<file path="src/rtl/fpd_pkg.sv">
package fpd_pkg;

    localparam int HALF_W_DEF = 5;
    localparam int CH_W_DEF   = 2;

    // Outcome of one clock's byte decision
    typedef enum logic [2:0] {
        EV_IDLE     = 3'd0,
        EV_CAPTURE  = 3'd1,
        EV_PAIR     = 3'd2,
        EV_ORPHAN   = 3'd3,
        EV_MISMATCH = 3'd4,
        EV_REPLACE  = 3'd5
    } fpd_event_e;

    function automatic fpd_event_e fpd_classify(
        input logic vld,
        input logic is_lower,
        input logic pending,
        input logic same_chan
    );
        fpd_event_e ev;
        if (!vld)
            ev = EV_IDLE;
        else if (!is_lower)
            ev = pending ? EV_REPLACE : EV_CAPTURE;
        else if (!pending)
            ev = EV_ORPHAN;
        else if (same_chan)
            ev = EV_PAIR;
        else
            ev = EV_MISMATCH;
        return ev;
    endfunction

    function automatic logic fpd_is_fault(input fpd_event_e ev);
        return (ev == EV_ORPHAN) || (ev == EV_MISMATCH) || (ev == EV_REPLACE);
    endfunction

endpackage

</file>
<file path="src/rtl/fpd_field_split.sv">
module fpd_field_split #(
    parameter int HALF_W = fpd_pkg::HALF_W_DEF,
    parameter int CH_W   = fpd_pkg::CH_W_DEF,
    localparam int BYTE_W = 1 + CH_W + HALF_W
) (
    input  logic [BYTE_W-1:0] raw,
    output logic              is_lower,
    output logic [CH_W-1:0]   chan,
    output logic [HALF_W-1:0] data
);
    typedef struct packed {
        logic              lower;
        logic [CH_W-1:0]   chan;
        logic [HALF_W-1:0] data;
    } fields_t;

    fields_t f;

    always_comb begin
        f        = fields_t'(raw);
        is_lower = f.lower;
        chan     = f.chan;
        data     = f.data;
    end
endmodule

</file>
<file path="src/rtl/fpd_pair_track.sv">
module fpd_pair_track
    import fpd_pkg::*;
#(
    parameter int HALF_W = HALF_W_DEF,
    parameter int CH_W   = CH_W_DEF
) (
    input  logic              clk,
    input  logic              rst,
    input  logic              vld,
    input  logic              is_lower,
    input  logic [CH_W-1:0]   chan,
    input  logic [HALF_W-1:0] data,
    output fpd_event_e        ev,
    output logic              pend_q,
    output logic [CH_W-1:0]   pend_chan_q,
    output logic [HALF_W-1:0] pend_data_q
);
    logic same_chan;

    assign same_chan = (chan == pend_chan_q);

    always_comb begin
        ev = fpd_classify(vld, is_lower, pend_q, same_chan);
    end

    always_ff @(posedge clk) begin
        if (rst) begin
            pend_q      <= 1'b0;
            pend_chan_q <= '0;
            pend_data_q <= '0;
        end else begin
            unique case (ev)
                EV_CAPTURE, EV_REPLACE: begin
                    pend_q      <= 1'b1;
                    pend_chan_q <= chan;
                    pend_data_q <= data;
                end
                EV_PAIR, EV_MISMATCH: pend_q <= 1'b0;
                default: ;
            endcase
        end
    end


    idle_hold_chk: assert property (@(posedge clk) disable iff (rst)
        !vld |=> ($stable(pend_q) && $stable(pend_chan_q) && $stable(pend_data_q)));


    replace_keeps_chk: assert property (@(posedge clk) disable iff (rst)
        (vld && !is_lower) |=> (pend_q && pend_chan_q == $past(chan) && pend_data_q == $past(data)));


    flush_chk: assert property (@(posedge clk) disable iff (rst)
        (vld && is_lower) |=> !pend_q);
endmodule

</file>
<file path="src/rtl/fpd_emit.sv">
module fpd_emit
    import fpd_pkg::*;
#(
    parameter int HALF_W = HALF_W_DEF,
    parameter int CH_W   = CH_W_DEF,
    localparam int SAMP_W = 2 * HALF_W
) (
    input  logic              clk,
    input  logic              rst,
    input  fpd_event_e        ev,
    input  logic [HALF_W-1:0] hi_data,
    input  logic [HALF_W-1:0] lo_data,
    input  logic [CH_W-1:0]   chan,
    output logic              smp_stb,
    output logic [SAMP_W-1:0] smp_val,
    output logic [CH_W-1:0]   smp_chan,
    output logic              err_stb
);
    always_ff @(posedge clk) begin
        if (rst) begin
            smp_stb  <= 1'b0;
            err_stb  <= 1'b0;
            smp_val  <= '0;
            smp_chan <= '0;
        end else begin
            smp_stb <= (ev == EV_PAIR);
            err_stb <= fpd_is_fault(ev);
            if (ev == EV_PAIR) begin
                smp_val  <= {hi_data, lo_data};
                smp_chan <= chan;
            end
        end
    end


    strobe_excl_chk: assert property (@(posedge clk) disable iff (rst)
        !(smp_stb && err_stb));
endmodule

</file>
<file path="src/rtl/frame_pair_decoder.sv">
module frame_pair_decoder
    import fpd_pkg::*;
#(
    parameter int HALF_W = HALF_W_DEF,
    parameter int CH_W   = CH_W_DEF,
    localparam int BYTE_W = 1 + CH_W + HALF_W,
    localparam int SAMP_W = 2 * HALF_W
) (
    input  logic              clk,
    input  logic              rst,
    input  logic              byte_vld,
    input  logic [BYTE_W-1:0] byte_in,
    output logic              smp_stb,
    output logic [SAMP_W-1:0] smp_val,
    output logic [CH_W-1:0]   smp_chan,
    output logic              err_stb
);
    logic              b_lower;
    logic [CH_W-1:0]   b_chan;
    logic [HALF_W-1:0] b_data;
    fpd_event_e        ev;
    logic              pend_q;
    logic [CH_W-1:0]   pend_chan_q;
    logic [HALF_W-1:0] pend_data_q;

    fpd_field_split #(.HALF_W(HALF_W), .CH_W(CH_W)) u_split (
        .raw      (byte_in),
        .is_lower (b_lower),
        .chan     (b_chan),
        .data     (b_data)
    );

    fpd_pair_track #(.HALF_W(HALF_W), .CH_W(CH_W)) u_track (
        .clk         (clk),
        .rst         (rst),
        .vld         (byte_vld),
        .is_lower    (b_lower),
        .chan        (b_chan),
        .data        (b_data),
        .ev          (ev),
        .pend_q      (pend_q),
        .pend_chan_q (pend_chan_q),
        .pend_data_q (pend_data_q)
    );

    fpd_emit #(.HALF_W(HALF_W), .CH_W(CH_W)) u_emit (
        .clk      (clk),
        .rst      (rst),
        .ev       (ev),
        .hi_data  (pend_data_q),
        .lo_data  (b_data),
        .chan     (b_chan),
        .smp_stb  (smp_stb),
        .smp_val  (smp_val),
        .smp_chan (smp_chan),
        .err_stb  (err_stb)
    );


    reset_clear_chk: assert property (@(posedge clk)
        rst |=> (!smp_stb && !err_stb && !pend_q));


    pair_out_chk: assert property (@(posedge clk) disable iff (rst)
        (byte_vld && byte_in[BYTE_W-1] && pend_q && byte_in[BYTE_W-2 -: CH_W] == pend_chan_q)
        |=> (smp_stb && smp_val == {$past(pend_data_q), $past(byte_in[HALF_W-1:0])}
             && smp_chan == $past(pend_chan_q)));


    orphan_err_chk: assert property (@(posedge clk) disable iff (rst)
        (byte_vld && byte_in[BYTE_W-1] && !pend_q) |=> (err_stb && !smp_stb));


    replace_err_chk: assert property (@(posedge clk) disable iff (rst)
        (byte_vld && !byte_in[BYTE_W-1] && pend_q) |=> err_stb);


    idle_quiet_chk: assert property (@(posedge clk) disable iff (rst)
        !byte_vld |=> (!smp_stb && !err_stb && $stable(smp_val)));
endmodule

</file>
<file path="config.mk">
export PLATFORM = sky130hd
export DESIGN_NAME = frame_pair_decoder
export DESIGN_NICKNAME = d
export VERILOG_FILES = /design/src/rtl/fpd_pkg.sv /design/src/rtl/fpd_field_split.sv /design/src/rtl/fpd_pair_track.sv /design/src/rtl/fpd_emit.sv /design/src/rtl/frame_pair_decoder.sv
export SDC_FILE = /design/constraint.sdc
export NUM_CORES = 1
export LEC_CHECK = 0
export ABC_AREA = 1
export BUFFER_PORTS_ARGS = -buffer_cell sky130_fd_sc_hd__buf_2
export CAP_MARGIN = 10
export CORE_MARGIN = 8
export CORE_UTILIZATION = 30
export CTS_CLUSTER_DIAMETER = 120
export DETAILED_ROUTE_END_ITERATION = 7
export PLACE_DENSITY = 0.5
export SLEW_MARGIN = 10
export SYNTH_ARGS = -nofsm -noshare
export SYNTH_HDL_FRONTEND = slang
export SYNTH_HIERARCHICAL = 1
export SYNTH_SLANG_ARGS = --single-unit
</file>
<file path="constraint.sdc">
create_clock -name clk -period 1.6 [get_ports clk]
set_clock_uncertainty 0.15 [all_clocks]
set_input_delay 0.32 -clock clk [delete_from_list [all_inputs] [get_ports clk]]
set_output_delay 0.32 -clock clk [all_outputs]
set_load 0.02 [all_outputs]
</file>
==> flow_summary.ini, run 1 <==
[logic_synthesis]
yosysSeqAreaShare_pct = 41.2
yosysWarnings = 6
synth_top_family_by_area = simple AND/OR/NAND/NOR gates
synth_area_leader_cell = dfxtp_1
synth_area_sq_mm = 0.00107
ys.flop_type = dfxtp_1
synthAdderAreaFrac_pct = 0
syn_nets = 167
synth-simple-area-share_pct = 33.0
ys_top_cells_by_area = dfxtp_1 (41%), nand2_1 (13%), nor2_1 (12%)
synth_compound_area_share_pct = 5.27
avgSynthCellArea_sq_um = 6.85
synth_xor_area_share_pct = 0.820
synth_edf_count = 0
synth-seq-cells = 22
syn-instance-count = 156
synthArstFlopShare_pct = 0
yosysUniqueCellTypes = 18
synth_top_area_share_pct = 41.2
synthMuxAreaShare_pct = 0

[cells_and_area]
fin_area_sq_mm = 0.00124
stdcell_count = 222
diodes = 0
layout.nets = 189
syn_to_final_growth_pct = 16.3
layout-drive-gt1-share_pct = 25.6

[sta]
fmax_mhz = 687
worst_pin_slew_ns = 0.362
period_share_pct = 91.0
setup_tns_ns = 0
hold_viol_final = 0
setup_viol = 0
finalCriticalPeriod_ns = 1.46
timing.hold.ws_ns = 0.0547
slew_viol_final = 0
max-slew-margin-rel_pct = 75.8

[setup_path]
start_kind = flip-flop
path_cells = inv_1, nand2_1, nand2_1, nand2_1, nand2_1, nand2_2, clkinv_4, or2_2, a21oi_1
worst_setup_path_end_kind = flip-flop
crit_type = reg2reg
max_stage_delay_ns = 0.36
critical_path.max_fanout = 5
worstPathRequired_ns = 1.70
critical_path_buf_inv_count = 2
cp_common_cell = nand2_1
crit_family = simple AND/OR/NAND/NOR gates
critPathSlowestCell = dfxtp_2
critPathArrivalTime_ns = 1.55

[pwr]
leakage_nw = 0.688
ir_worst_vdd_v = 0.000291
powerDensity_mw_per_mm2 = 867
cell_internal_pwr_w = 0.000754
p_clk_share_pct = 23.5
p_seq_share_pct = 56.2
p_sw_share_pct = 29.9
power.switching_w = 0.000322
p_comb_share_pct = 20.3

[global_route]
grt.overflow.total = 0
grt_pass1_vias = 980
grt_pass1_wl_um = 4020
grt_max_degree = 26
grt_usage_pct = 8.91
antenna_found_initial = 0

[drt]
firstDrtPassIters = 4
wl_um = 2360
drcViolationCount = 0
viasPerCell = 4.23
initialDrtViolationCount = 47
vias = 938
wl_per_cell_um = 10.6
ant_nets = 0

[placed_design]
place_congestion = 0.760
hpwl_um = 1580
port_buffers = 24
placedInstanceArea_sq_mm = 0.00118
place_inst = 217

[clock_network]
cts_hold_buf = 0
ctsHtreeMaxLevel = 1
cts_tree = built
clk_pin_slew_ns = 0.12
clock_latency_ns = 0.30
cts_root_buf = clkbuf_4
cts_sinks = 22
clock_path_buffers = 2
numCtsBuffers = 3

[floorplan]
ios = 25
core_area_sq_mm = 0.00339
dieArea_sq_mm = 0.00573
start_util_pct = 31.5
placementRows = 21
die_h_um = 75.7
die_width_um = 75.7

[status]
status = finished clean

[flow_run]
drv_cap = 0

[worst_hold_path]
min_path_type = in2reg
-- logic make-up after synthesis --
kind of cell / Yosys count
AOI/OAI and AO/OA: 10
xor gates and xnor gates: 1
buffers and inverters: 40
DFF: 22
and+or+nand+nor: 83
-- registers in the layout, indices dropped and copies added, names as in the netlist --
name,cells
u_track/pend_chan_q,2
u_track/pend_data_q,5
u_emit/smp_chan,2
u_emit/err_stb,1
u_emit/smp_val,10
u_track/pend_q,1
u_emit/smp_stb,1
-- area by class of cell --
class,count,area (sq um)
Clock buffer,3,22.5
Fill cell,362,2150
Inverter,27,109
Multi-Input combinational cell,96,460
Sequential cell,22,443
Tap cell,46,57.6
Timing Repair Buffer,28,150
-- power by group through the flow --
stage                     sequential [W]  clock, W  combinational, W
after CTS                       0.000605  0.000274          0.000208
after global placement          0.000616         0          0.000202
after floorplan                 0.000640         0          0.000145
after global routing            0.000611  0.000287          0.000254
final                           0.000605  0.000253          0.000219
after detailed placement        0.000617         0          0.000207
-- per-layer routing --
metal  part of all wire [%]  vias to the layer above  global-route usage (%)  wire length, um
met3                    6.4                        2                    3.16              151
li1                       -                      498                       -                -
met1                     45                      419                    9.32             1070
met5                      0                        -                       0                0
met4                   0.80                        0                    3.84               19
met2                     47                       19                    15.7             1120
-- final timing paths --
| check | start | to | cells past startpoint | slack (ns) |
|---|---|---|---|---|
| hold / removal | rst | u_emit/smp_stb | 2 | 0.05 |
| setup reg to reg | u_track/pend_chan_q[0] | u_emit/err_stb | 9 | 0.14 |
| setup / recovery | u_track/pend_chan_q[0] | u_emit/err_stb | 9 | 0.14 |
| hold reg to reg | u_track/pend_data_q[4] | u_emit/smp_val[9] | 2 | 0.35 |
-- stage by stage --
step                setup slack, ns  utilization (%)  total power (W)
global route              -0.000327             36.7          0.00115
CTS                          0.0420             35.4          0.00109
finish                        0.144             36.7          0.00108
floorplan                  0.000138                -         0.000785
detailed placement          -0.0342             34.7         0.000824
global placement           -0.00412             34.7         0.000818
-- cells in the mapped netlist (2+ instances only) --
library cell,n
nand3_2,2
buf_4,9
inv_1,26
nand2_1,37
nand3_1,8
dfxtp_1,22
a21oi_1,8
nor2_1,33
buf_6,2
-- layout by cell type (no fill, tap or decap) --
cell	count
a21oi_1	8
nand2_2	1
a21boi_2	1
nand3_2	2
inv_4	1
xnor2_2	1
nor2_1	33
nand3_4	3
inv_2	1
clkbuf_4	3
or2_2	1
buf_4	4
dfxtp_2	2
inv_1	24
buf_2	24
clkinv_4	1
nand2_1	37
nand3_1	8
dfxtp_1	20
o21ai_0	1
-- timing repair --
item	in CTS	in global routing
endpoints found under the setup margin	0	12
buffers inserted	0	0
gates resized for setup	0	6
No activity file was read; power rests on OpenSTA's default activity.
==> run 2, diff against run 1 <==
Settings changed: BUFFER_PORTS_ARGS -buffer_cell sky130_fd_sc_hd__buf_2 to -buffer_cell sky130_fd_sc_hd__clkbuf_2, CTS_CLUSTER_DIAMETER 120 to default.
==> flow_summary.ini, run 2 (synthesized netlist as in run 1, its figures left out) <==
[global_route]
grt.overflow.total = 0
antenna_found_initial = 0
grt_pass1_wl_um = 3780
grt_max_degree = 26
grt_usage_pct = 8.40
grt_pass1_vias = 952

[cells_and_area]
syn_to_final_growth_pct = 18.9
layout.nets = 189
reg_top3 = u_emit/smp_val x10, u_track/pend_data_q x5
largest_register = u_emit/smp_val
fin_area_sq_mm = 0.00127
diodes = 0
layout_common_cells = nand2_1 (35), nor2_1 (33), clkbuf_2 (24)
largest_register_ffs = 10
stdcell_count = 223
layout-drive-gt1-share_pct = 27.7
mostFrequentLayoutCell = nand2_1
fin_util_pct = 37.5

[sta]
hold_viol_final = 0
rsz0062_at_grt = no
setup_viol = 0
fmax_mhz = 684
setup_tns_ns = 0
period_share_pct = 91.4
worst_pin_slew_ns = 0.424
max-slew-margin-rel_pct = 71.7
finalCriticalPeriod_ns = 1.46
slew_viol_final = 0
timing.hold.ws_ns = 0.0490

[worst_hold_path]
min_path_type = in2reg

[setup_path]
worstPathRequired_ns = 1.70
crit_type = reg2reg
critical_path.max_fanout = 6
critPathArrivalTime_ns = 1.56
start_kind = flip-flop
path_cells = xnor2_2, nand2_1, nand2_1, nand2_2, inv_4, nand3_2, nand2_1, nand2_1, nor2_1
worst_setup_path_end_kind = flip-flop
max_stage_delay_ns = 0.36
critPathSlowestCell = dfxtp_2
cp_common_cell = nand2_1

[floorplan]
ios = 25
placementRows = 21
start_util_pct = 31.5
die_width_um = 75.7
dieArea_sq_mm = 0.00573
die_h_um = 75.7
core_area_sq_mm = 0.00339

[drt]
vias = 925
ant_nets = 0
wl_um = 2350
firstDrtPassIters = 4
drcViolationCount = 0
viasPerCell = 4.15
initialDrtViolationCount = 9
wl_per_cell_um = 10.5

[clock_network]
cts_root_buf = clkbuf_4
clk_pin_slew_ns = 0.14
clock_path_buffers = 2
cts_sinks = 22
ctsHtreeMaxLevel = 1
cts_hold_buf = 0
numCtsBuffers = 3
cts_tree = built
clock_latency_ns = 0.31

[pwr]
powerDensity_mw_per_mm2 = 988
ir_worst_vdd_v = 0.000350
leakage_nw = 0.691

[placed_design]
place_inst = 217
placedInstanceArea_sq_mm = 0.00118
port_buffers = 24
place_congestion = 0.764
hpwl_um = 1570

[status]
status = finished clean

[flow_run]
drv_cap = 0
## run 2: changes by cell type in the layout (fill, tap and decap cells not counted), moves of 2 or more
cell,before,now
nand2_1,37,35
buf_2,24,0
nand2_2,1,3
clkbuf_2,0,24
## run 2: layout make-up
type	instances	area [sq um]
clock buffers	3	22.5
multi-input cells	96	458
flip-flops and latches	22	443
well taps	46	57.6
fillers	379	2120
repair buffers	28	150
clock inverters	1	30.0
inverters	27	109
## run 2: per-stage QoR
step | setup WS [ns] | total power, W
2_1_floorplan | 0.000138 | 0.000785
3_3_place_gp | 0.00122 | 0.000818
3_5_place_dp | -0.0197 | 0.000824
4_1_cts | 0.00934 | 0.00126
5_1_grt | 0.0105 | 0.00133
6_report | 0.137 | 0.00125
## run 2: where the power goes
group / switching [W] / total (W) / internal, W
logic: 0.000138 / 0.000218 / 0.0000808
clock network: 0.000177 / 0.000430 / 0.000253
registers: 0.0000202 / 0.000606 / 0.000586
total: 0.000335 / 0.00125 / 0.000920
## run 2: final timing paths
kind	start	to	slack, ns	depth (start not counted)
max	u_track/pend_chan_q[1]	u_emit/smp_val[6]	0.14	9
min	rst	u_emit/smp_stb	0.05	2
max reg2reg	u_track/pend_chan_q[1]	u_emit/smp_val[6]	0.14	9
min reg2reg	u_track/pend_data_q[1]	u_emit/smp_val[6]	0.35	2
## run 2: critical path, delay by kind of cell, from the launching register on
kind	cells	cell delay, ns
xor+xnor	1	0.16
buf+inv	1	0.10
flops	1	0.36
simple gates	7	0.63
## run 2: timing repair
action,4_1_cts,5_1_grt
resized for setup,0,8
setup buffers,0,0
setup endpoints to repair,0,12
## run 2: layer usage
metal / global-route usage, % / vias to the layer above / wire length [um]
li1: - / 500 / -
met1: 8.79 / 402 / 1090
met2: 15.4 / 21 / 1110
met3: 2.37 / 2 / 135
met4: 3.20 / 0 / 16
met5: 0 / - / 0
